### src/rtl/mdm_pkg.sv
package mdm_pkg;

    localparam int BYTE_W = 8;
    localparam int LINE_N = 4;
    localparam int RI_POS = 2;

    localparam logic ADDR_CTL  = 1'b0;
    localparam logic ADDR_STAT = 1'b1;

    // Control bits whose writes need the unlock input.
    localparam logic [BYTE_W-1:0] LOCKED_BITS = 8'hE0;

    typedef struct packed {
        logic div4;      // bit 7
        logic alt_map;   // bit 6
        logic xon_any;   // bit 5
        logic loop_en;   // bit 4
        logic irq_op;    // bit 3
        logic fifo_rdy;  // bit 2
        logic rts;       // bit 1
        logic dtr;       // bit 0
    } ctl_t;

    // Active-high modem line view, MSB = status bit 7.
    typedef struct packed {
        logic dcd;
        logic ri;
        logic dsr;
        logic cts;
    } line_t;

    function automatic line_t loop_lines(input ctl_t c);
        line_t l;
        l.dcd = c.irq_op;
        l.ri  = c.fifo_rdy;
        l.dsr = c.dtr;
        l.cts = c.rts;
        return l;
    endfunction

    function automatic ctl_t merge_write(input ctl_t cur, input ctl_t wd,
                                         input logic unlock);
        logic [BYTE_W-1:0] keep;
        keep = unlock ? '0 : LOCKED_BITS;
        return ctl_t'((wd & ~keep) | (cur & keep));
    endfunction

endpackage

### src/rtl/mdm_ctl_reg.sv
module mdm_ctl_reg
    import mdm_pkg::*;
(
    input  logic clk,
    input  logic rst,
    input  logic wr,
    input  ctl_t wdata,
    input  logic unlock,
    output ctl_t q
);
    always_ff @(posedge clk) begin
        if (rst)
            q <= '0;
        else if (wr)
            q <= merge_write(q, wdata, unlock);
    end
endmodule

### src/rtl/mdm_route.sv
module mdm_route
    import mdm_pkg::*;
(
    input  ctl_t  ctl,
    input  line_t ext_lines,
    input  logic  auto_en,
    input  logic  auto_lvl,
    input  logic  tx_in,
    input  logic  rx_pin,
    output line_t lines,
    output logic  tx_pin,
    output logic  rx_out,
    output logic  rts_n,
    output logic  dtr_n,
    output logic  op_n,
    output logic  irq_oe
);
    logic rts_req;

    always_comb begin
        rts_req = auto_en ? auto_lvl : ctl.rts;
        irq_oe  = ctl.irq_op;
        if (ctl.loop_en) begin
            lines  = loop_lines(ctl);
            tx_pin = 1'b1;
            rx_out = tx_in;
            rts_n  = 1'b1;
            dtr_n  = 1'b1;
            op_n   = 1'b1;
        end else begin
            lines  = ext_lines;
            tx_pin = tx_in;
            rx_out = rx_pin;
            rts_n  = ~rts_req;
            dtr_n  = ~ctl.dtr;
            op_n   = ~ctl.irq_op;
        end
    end
endmodule

### src/rtl/mdm_stat_reg.sv
module mdm_stat_reg #(
    parameter int LINE_N = 4,
    parameter int RI_POS = 2
) (
    input  logic              clk,
    input  logic              rst,
    input  logic [LINE_N-1:0] lines,
    input  logic              clr,
    output logic [LINE_N-1:0] delta
);
    logic [LINE_N-1:0] prev_q;
    logic [LINE_N-1:0] event_w;

    for (genvar i = 0; i < LINE_N; i++) begin : g_evt
        if (i == RI_POS) begin : g_trail
            assign event_w[i] = prev_q[i] & ~lines[i];
        end else begin : g_any
            assign event_w[i] = prev_q[i] ^ lines[i];
        end
    end

    always_ff @(posedge clk) begin
        prev_q <= lines;
        if (rst)
            delta <= '0;
        else
            delta <= (clr ? '0 : delta) | event_w;
    end
endmodule

### src/rtl/mdm_ctl_unit.sv
module mdm_ctl_unit
    import mdm_pkg::*;
(
    input  logic              clk,
    input  logic              rst,
    input  logic              reg_wr,
    input  logic              reg_rd,
    input  logic              reg_addr,
    input  logic [BYTE_W-1:0] reg_wdata,
    output logic [BYTE_W-1:0] reg_rdata,
    input  logic              feat_unlock,
    input  logic              cts_n,
    input  logic              dsr_n,
    input  logic              ri_n,
    input  logic              dcd_n,
    input  logic              auto_rts_en,
    input  logic              auto_rts_lvl,
    input  logic              tx_ser_in,
    input  logic              rx_ser_pin,
    output logic              tx_ser_pin,
    output logic              rx_ser_out,
    output logic              rts_n,
    output logic              dtr_n,
    output logic              op_n,
    output logic              irq_oe,
    output logic              prescale_div4,
    output logic              alt_map_sel,
    output logic              fifo_rdy_en
);
    ctl_t              ctl_q;
    line_t             ext_lines;
    line_t             lines_w;
    logic [LINE_N-1:0] delta_q;
    logic              ctl_wr;
    logic              stat_rd;

    assign ctl_wr  = reg_wr && (reg_addr == ADDR_CTL);
    assign stat_rd = reg_rd && (reg_addr == ADDR_STAT);

    assign ext_lines = '{dcd: ~dcd_n, ri: ~ri_n, dsr: ~dsr_n, cts: ~cts_n};

    mdm_ctl_reg u_ctl (
        .clk    (clk),
        .rst    (rst),
        .wr     (ctl_wr),
        .wdata  (ctl_t'(reg_wdata)),
        .unlock (feat_unlock),
        .q      (ctl_q)
    );

    mdm_route u_route (
        .ctl       (ctl_q),
        .ext_lines (ext_lines),
        .auto_en   (auto_rts_en),
        .auto_lvl  (auto_rts_lvl),
        .tx_in     (tx_ser_in),
        .rx_pin    (rx_ser_pin),
        .lines     (lines_w),
        .tx_pin    (tx_ser_pin),
        .rx_out    (rx_ser_out),
        .rts_n     (rts_n),
        .dtr_n     (dtr_n),
        .op_n      (op_n),
        .irq_oe    (irq_oe)
    );

    mdm_stat_reg #(.LINE_N(LINE_N), .RI_POS(RI_POS)) u_stat (
        .clk   (clk),
        .rst   (rst),
        .lines (lines_w),
        .clr   (stat_rd),
        .delta (delta_q)
    );

    assign prescale_div4 = ctl_q.div4;
    assign alt_map_sel   = ctl_q.alt_map;
    assign fifo_rdy_en   = ctl_q.fifo_rdy;

    assign reg_rdata = (reg_addr == ADDR_STAT) ? {lines_w, delta_q} : ctl_q;
endmodule

### config.mk
export PLATFORM = sky130hd
export DESIGN_NAME = mdm_ctl_unit
export DESIGN_NICKNAME = d
export VERILOG_FILES = /design/src/rtl/mdm_pkg.sv /design/src/rtl/mdm_ctl_reg.sv /design/src/rtl/mdm_route.sv /design/src/rtl/mdm_stat_reg.sv /design/src/rtl/mdm_ctl_unit.sv
export SDC_FILE = /design/constraint.sdc
export NUM_CORES = 1
export LEC_CHECK = 0
export BUFFER_PORTS_ARGS = -buffer_cell sky130_fd_sc_hd__buf_2
export CAP_MARGIN = 20
export CORE_MARGIN = 3
export CORE_UTILIZATION = 47
export DETAILED_ROUTE_END_ITERATION = 12
export PLACE_DENSITY_LB_ADDON = 0.08
export SETUP_SLACK_MARGIN = 0.1
export SYNTH_ARGS = -nofsm -noshare
export SYNTH_HDL_FRONTEND = slang
export SYNTH_SLANG_ARGS = --single-unit
export TNS_END_PERCENT = 5
### constraint.sdc
create_clock -name clk -period 2.29 [get_ports clk]
set_clock_uncertainty 0.1 [all_clocks]
set_input_delay 0.687 -clock clk [delete_from_list [all_inputs] [get_ports clk]]
set_output_delay 0.687 -clock clk [all_outputs]
set_load 0.005 [all_outputs]
==> results of run 1 <==
area by class of cell:
class | count | area (sq um) | area share, %
Inverter | 3 | 11.26 | 1.019
Sequential cell | 16 | 324.1 | 29.33
Tap cell | 16 | 20.02 | 1.812
Multi-Input combinational cell | 63 | 459.2 | 41.56
Timing Repair Buffer | 47 | 267.8 | 24.24
Clock buffer | 3 | 22.52 | 2.039
routing by layer:
metal	GRT usage [%]	vias to the layer above	wire, um
li1	-	398	-
met1	24.02	338	803
met2	28.46	31	916
met3	4.981	4	146
met4	4.972	0	34
met5	0	-	0
kinds of logic (layout without fill, tap and decap cells):
| family | count (synthesis) | after routing | share of synthesized area (%) |
|---|---|---|---|
| simple gates | 34 | 34 | 22.48 |
| compound gates | 17 | 17 | 14.62 |
| flops | 16 | 16 | 40.25 |
| mux | 12 | 12 | 16.04 |
| buf+inv | 9 | 53 | 6.602 |
metrics by stage:
stage / util, % / total power [mW] / area (sq um)
after floorplan: - / 0.3887 / 795.8
after global placement: 63.56 / 0.4349 / 979.7
after detailed placement: 63.56 / 0.4381 / 979.7
after CTS: 65.26 / 0.5786 / 1006
after global routing: 71.67 / 0.6339 / 1105
final: 71.67 / 0.5916 / 1105
critical path, stage by stage:
cell,delay [ns]
clkbuf_4,0.20
mux2_2,0.35
buf_2,0.13
cells in the final DEF, fill, tap and decap left out, drive strengths merged:
cell type,count
nand2,8
a21oi,7
buf,46
nand2b,5
nand3,3
mux2i,6
or2,2
clkbuf,4
o211ai,3
nor2,6
dfxtp,16
nand3b,4
mux2,6
o21ai,4
inv,3
a2111o,3
nor2b,6
power breakdown:
part           leakage, nW  internal [mW]  switching (mW)
logic                0.374         0.0772          0.0602
clock network       0.0138         0.0607          0.0799
registers            0.133          0.300          0.0139
total                0.521          0.438           0.154
repair_timing:
action                                  CTS  global route
endpoints found under the setup margin    5             5
cloned                                    0             0
buffers inserted                          0             7
resized for setup                         2            14
final timing paths:
check,from,to,slack [ns],cells past startpoint
hold / removal,u_stat.prev_q[2]$_DFF_P_,u_stat.delta[2]$_SDFF_PP0_,0.36,2
hold reg to reg,u_stat.prev_q[2]$_DFF_P_,u_stat.delta[2]$_SDFF_PP0_,0.36,2
setup / recovery,reg_addr,reg_rdata[5],0.13,3
setup reg to reg,u_ctl.q[4]$_SDFFE_PP0P_,u_stat.delta[0]$_SDFF_PP0_,1.02,4
==> results by group, run 1 <==
Run status
  • Outcome: complete, no violations

Pwr
  • Pwr/cell area: 535.5 nW/um^2
  • Pleak: 0.5213 nW
  • VDD IR max: 502.2 uV

Logic synthesis
  • Synth Cell Area: 795.8 sq um
  • Commonest cells post-synth: 16 x dfxtp_1, 8 x nand2_1, 7 x a21oi_1
  • Sequential share of the synthesized area: 40.25%
  • Cell taking the most area after synthesis: dfxtp_1
  • Post-Syn Nets: 110
  • Syn Inst Count: 88
  • Count leader, synth: dfxtp_1
  • Syn avg cell area: 9.043 sq um
  • Yosys top cell area share: between 40 and 50%
  • Share of flip-flops with an asynchronous set or reset: 0%
  • Area contributors post-synth: dfxtp_1 40%, mux2_2 8.5%, mux2i_1 7.5%
  • Yosys cell types: 19
  • Number of synthesized register bits: 16
  • Yosys warns: 0
  • Post-synth EDFFs: 0
  • Main flop type after synthesis: dfxtp_1

Worst setup path
  • Critical path fanouts, max: 14
  • Req. time, crit path: 1.50 ns
  • WP data arrival: ~1.4 ns
  • CP Class: input port to output port
  • Crit end category: output port
  • CP startpoint kind: input port

Floorplan
  • Die extent in y: 47.15 um
  • Row count: 14
  • Initial core utilization: 51.62%
  • Die footprint: 2223 sq um
  • IO Count: 39
  • Core region area: 1541 sq um
  • Die width: 47.15 um

Finish
  • Finished Layout Cells: 148
  • Filler instances: about 120
  • Nets: 156
  • Area growth syn-to-layout: 38.84%
  • Layout cell share with drive strength beyond 1: 50.76%
  • Diodes inserted: 0

Clocking
  • CTS tree: done
  • Clock latency on the worst-skew pair: ~0.27 ns
  • TritonCTS Sinks: 16
  • Clk slew on worst S/H paths: 0.09 ns
  • CTS Buf Count: 3
  • Hold Buf Count CTS: 0
  • Clock Path Buffers: 2
  • CTS Root Cell: clkbuf_4
  • H-tree levels: 1

Place
  • Number of buffers added on ports: 38
  • DP HPWL: 1323 um
  • GP Congestion: 0.6994
  • Pre-CTS WS: 0.05633 ns
  • Placed Cells: roughly 140

Drt
  • Drt wl/cell: 12.84 um
  • DRC marker count from the first detailed-route iteration: 18
  • Via count: a little under 800
  • Remaining antenna violation count after routing: 0
  • First drt pass iteration count: 4
  • DRC viols: 0
  • Total Routed Length: 1900 um
  • Vias per cell: 5.209

Flow run
  • MaxCap Viol Count: 0

STA
  • Hold Vio Cnt, Final: 0
  • Setup TNS: 0 ns
  • Fmax: 463.1 MHz
  • Crit path time final: 2.159 ns
  • Hold WS: 0.3596 ns
  • RSZ-0062 raised after global routing: yes
  • Pins Over Slew Limit: 0
  • Final setup viols: 0
  • Slew of the pin with the lowest slew margin: about 0.30 ns
  • Worst setup margin: around 0.13 ns
  • Slew HR: between 80% and 90%
  • Period Utilization, post-route: 94.29%

Global routing
  • Vias in the first global route: approximately 650
  • Global route overflow: 0
  • Initial antenna violation count: 0
  • Largest net degree at the start of global routing: 19
  • Global-route wire length before repair: 2815 um
  • GRT Util Overall: around 18%

Worst hold path
  • HP Class: register to register
Power figures use the tool's default switching activity.
==> inputs of run 2 (changes only) <==
Settings changed: CTS_CLUSTER_DIAMETER set to 100, PLACE_DENSITY_LB_ADDON 0.08 to 0.25.
==> run 2 against run 1 <==
  * Routed wire length stayed put
  * Design area shrank 3.2%
  * Clock-buffer cell count rose by 1
  * Combinational power decreased by 7%
  * Fmax shrank 1.1%
  * Sequential power hardly changed
  * Global-route usage rose by 0.30 points
  * Register-to-register slack got worse by 0.05 ns
  * Cell count shrank 0.68%
  * First-iteration DRC count decreased by 28%
  * Utilization is 2.3 points lower
  * Non-clock buffer count decreased by 2
==> results by group, run 2 (synthesis results as in run 1) <==
Run status
  • Outcome: complete, no violations

Finish
  • Diodes inserted: 0
  • Layout Utilization: 69.40%
  • Layout cell share with drive strength beyond 1: 48.85%
  • Commonest non-fill, non-tap cell in the layout: buf_2
  • Area growth syn-to-layout: 34.43%
  • Finished Layout Cells: 147
  • Nets: 154
  • Most frequent cells in the layout: 39 x buf_2, 15 x dfxtp_1, 8 x nand2_1
  • Filler instances: 139

Worst setup path
  • CP max-delay cell: mux2_2
  • Crit path cell chain: buf_2, nor2b_1, a21oi_1, mux2_2, buf_2
  • Cell mode on critical path: buf_2
  • CP Class: input port to output port
  • Critical path fanouts, max: 2
  • Worst reg2reg path startpoint: u_ctl.q[4]$_SDFFE_PP0P_
  • Req. time, crit path: 1.50 ns
  • Crit end category: output port
  • CP peak stage delay: 0.27 ns
  • WP data arrival: 1.40 ns
  • CP startpoint kind: input port
  • CP startpoint: dsr_n

Clocking
  • Hold Buf Count CTS: 0
  • Clock latency on the worst-skew pair: 0.29 ns
  • Clock Path Buffers: 2
  • TritonCTS Sinks: 16
  • Clk slew on worst S/H paths: 0.09 ns
  • CTS Root Cell: clkbuf_4
  • CTS tree: done
  • H-tree levels: 1
  • CTS Buf Count: 3

STA
  • Slew of the pin with the lowest slew margin: 0.2811 ns
  • Setup TNS: 0 ns
  • Fmax: 458.1 MHz
  • Period Utilization, post-route: 95.33%
  • RSZ-0062 raised after global routing: yes
  • Final setup viols: 0
  • Worst setup margin: 0.1070 ns
  • Hold Vio Cnt, Final: 0
  • Slew HR: 81.26%
  • Pins Over Slew Limit: 0
  • Crit path time final: 2.183 ns

Floorplan
  • Die footprint: 2223 sq um
  • Initial core utilization: between 50 and 60%
  • Core region area: roughly 1500 sq um
  • IO Count: 39
  • Die width: 47.15 um
  • Die extent in y: 47.15 um
  • Row count: 14

Place
  • Number of buffers added on ports: 38
  • DP HPWL: 1370 um
  • Placed Cells: roughly 140
  • GP Congestion: roughly 0.7
  • Pre-CTS WS: 0.06269 ns

Drt
  • DRC marker count from the first detailed-route iteration: 13
  • Drt wl/cell: 12.93 um
  • Remaining antenna violation count after routing: 0
  • Total Routed Length: 1900 um
  • DRC viols: 0
  • Vias per cell: 5.347
  • Via count: 786
  • First drt pass iteration count: 4

Pwr
  • Pleak: approximately 0.5 nW
  • VDD IR max: 379.0 uV
  • Pwr/cell area: 591.1 nW/um^2

Global routing
  • Largest net degree at the start of global routing: 19
  • Vias in the first global route: slightly above 700
  • Global-route wire length before repair: 2863 um
  • Initial antenna violation count: 0
  • GRT Util Overall: 18.30%
  • Global route overflow: 0

Flow run
  • MaxCap Viol Count: 0

Worst hold path
  • HP Class: register to register
==> run 2: changes by cell type in the layout (fill, tap and decap cells not counted), moves of 2 or more <==
cell	previous run	this run
nor2b_4	3	0
buf_6	2	0
buf_2	37	39
nor2b_2	1	3
==> run 2: repair_timing <==
item / 4_1_cts / 5_1_grt
resized for setup: 2 / 5
endpoints found under the setup margin: 5 / 4
setup buffers: 0 / 4
==> run 2: power breakdown <==
part           switching, mW  internal, mW  leakage [nW]  total (mW)
sequential            0.0139         0.300         0.133       0.314
combinational         0.0571        0.0703         0.345       0.127
clock                 0.0945        0.0970        0.0210       0.191
total                  0.166         0.467         0.499       0.632
==> run 2: final timing paths <==
path              slack [ns]  cells past startpoint                         end
setup / recovery        0.11                      5                reg_rdata[5]
hold / removal          0.36                      2                    register
setup reg to reg        0.97                      4  u_stat.delta[3]$_SDFF_PP0_
hold reg to reg         0.36                      2                    register
==> run 2: area by class of cell <==
| cell class | count | area (sq um) | share of cell area, % |
|---|---|---|---|
| multi-input combinational | 63 | 437.9 | 40.94 |
| sequential | 16 | 324.1 | 30.29 |
| timing repair buffer | 45 | 240.2 | 22.46 |
| clock buffer | 4 | 36.28 | 3.392 |
| tap | 16 | 20.02 | 1.871 |
| inverter | 3 | 11.26 | 1.053 |
==> run 2: worst max-delay path, delay by kind of cell <==
family	cells	cell delay [ns]
muxes	1	0.27
buffers and inverters	2	0.19
and+or+nand+nor	1	0.17
AOI/OAI and AO/OA	1	0.08
==> run 2: layer usage <==
layer / GRT usage [%] / wire length [um]
met1: 22.43 / 827
met2: 29.00 / 928
met3: 6.897 / 126
met4: 7.182 / 18
met5: 0 / 0
==> run 2: stage by stage <==
stage / hold slack [ns] / power (mW) / instance area (sq um)
after floorplan: 0.3329 / 0.3887 / 795.8
after global placement: 0.3427 / 0.4359 / 987.2
after detailed placement: 0.3501 / 0.4403 / 987.2
after CTS: 0.3636 / 0.6322 / 1027
after global routing: 0.3776 / 0.6660 / 1070
final: 0.3644 / 0.6324 / 1070
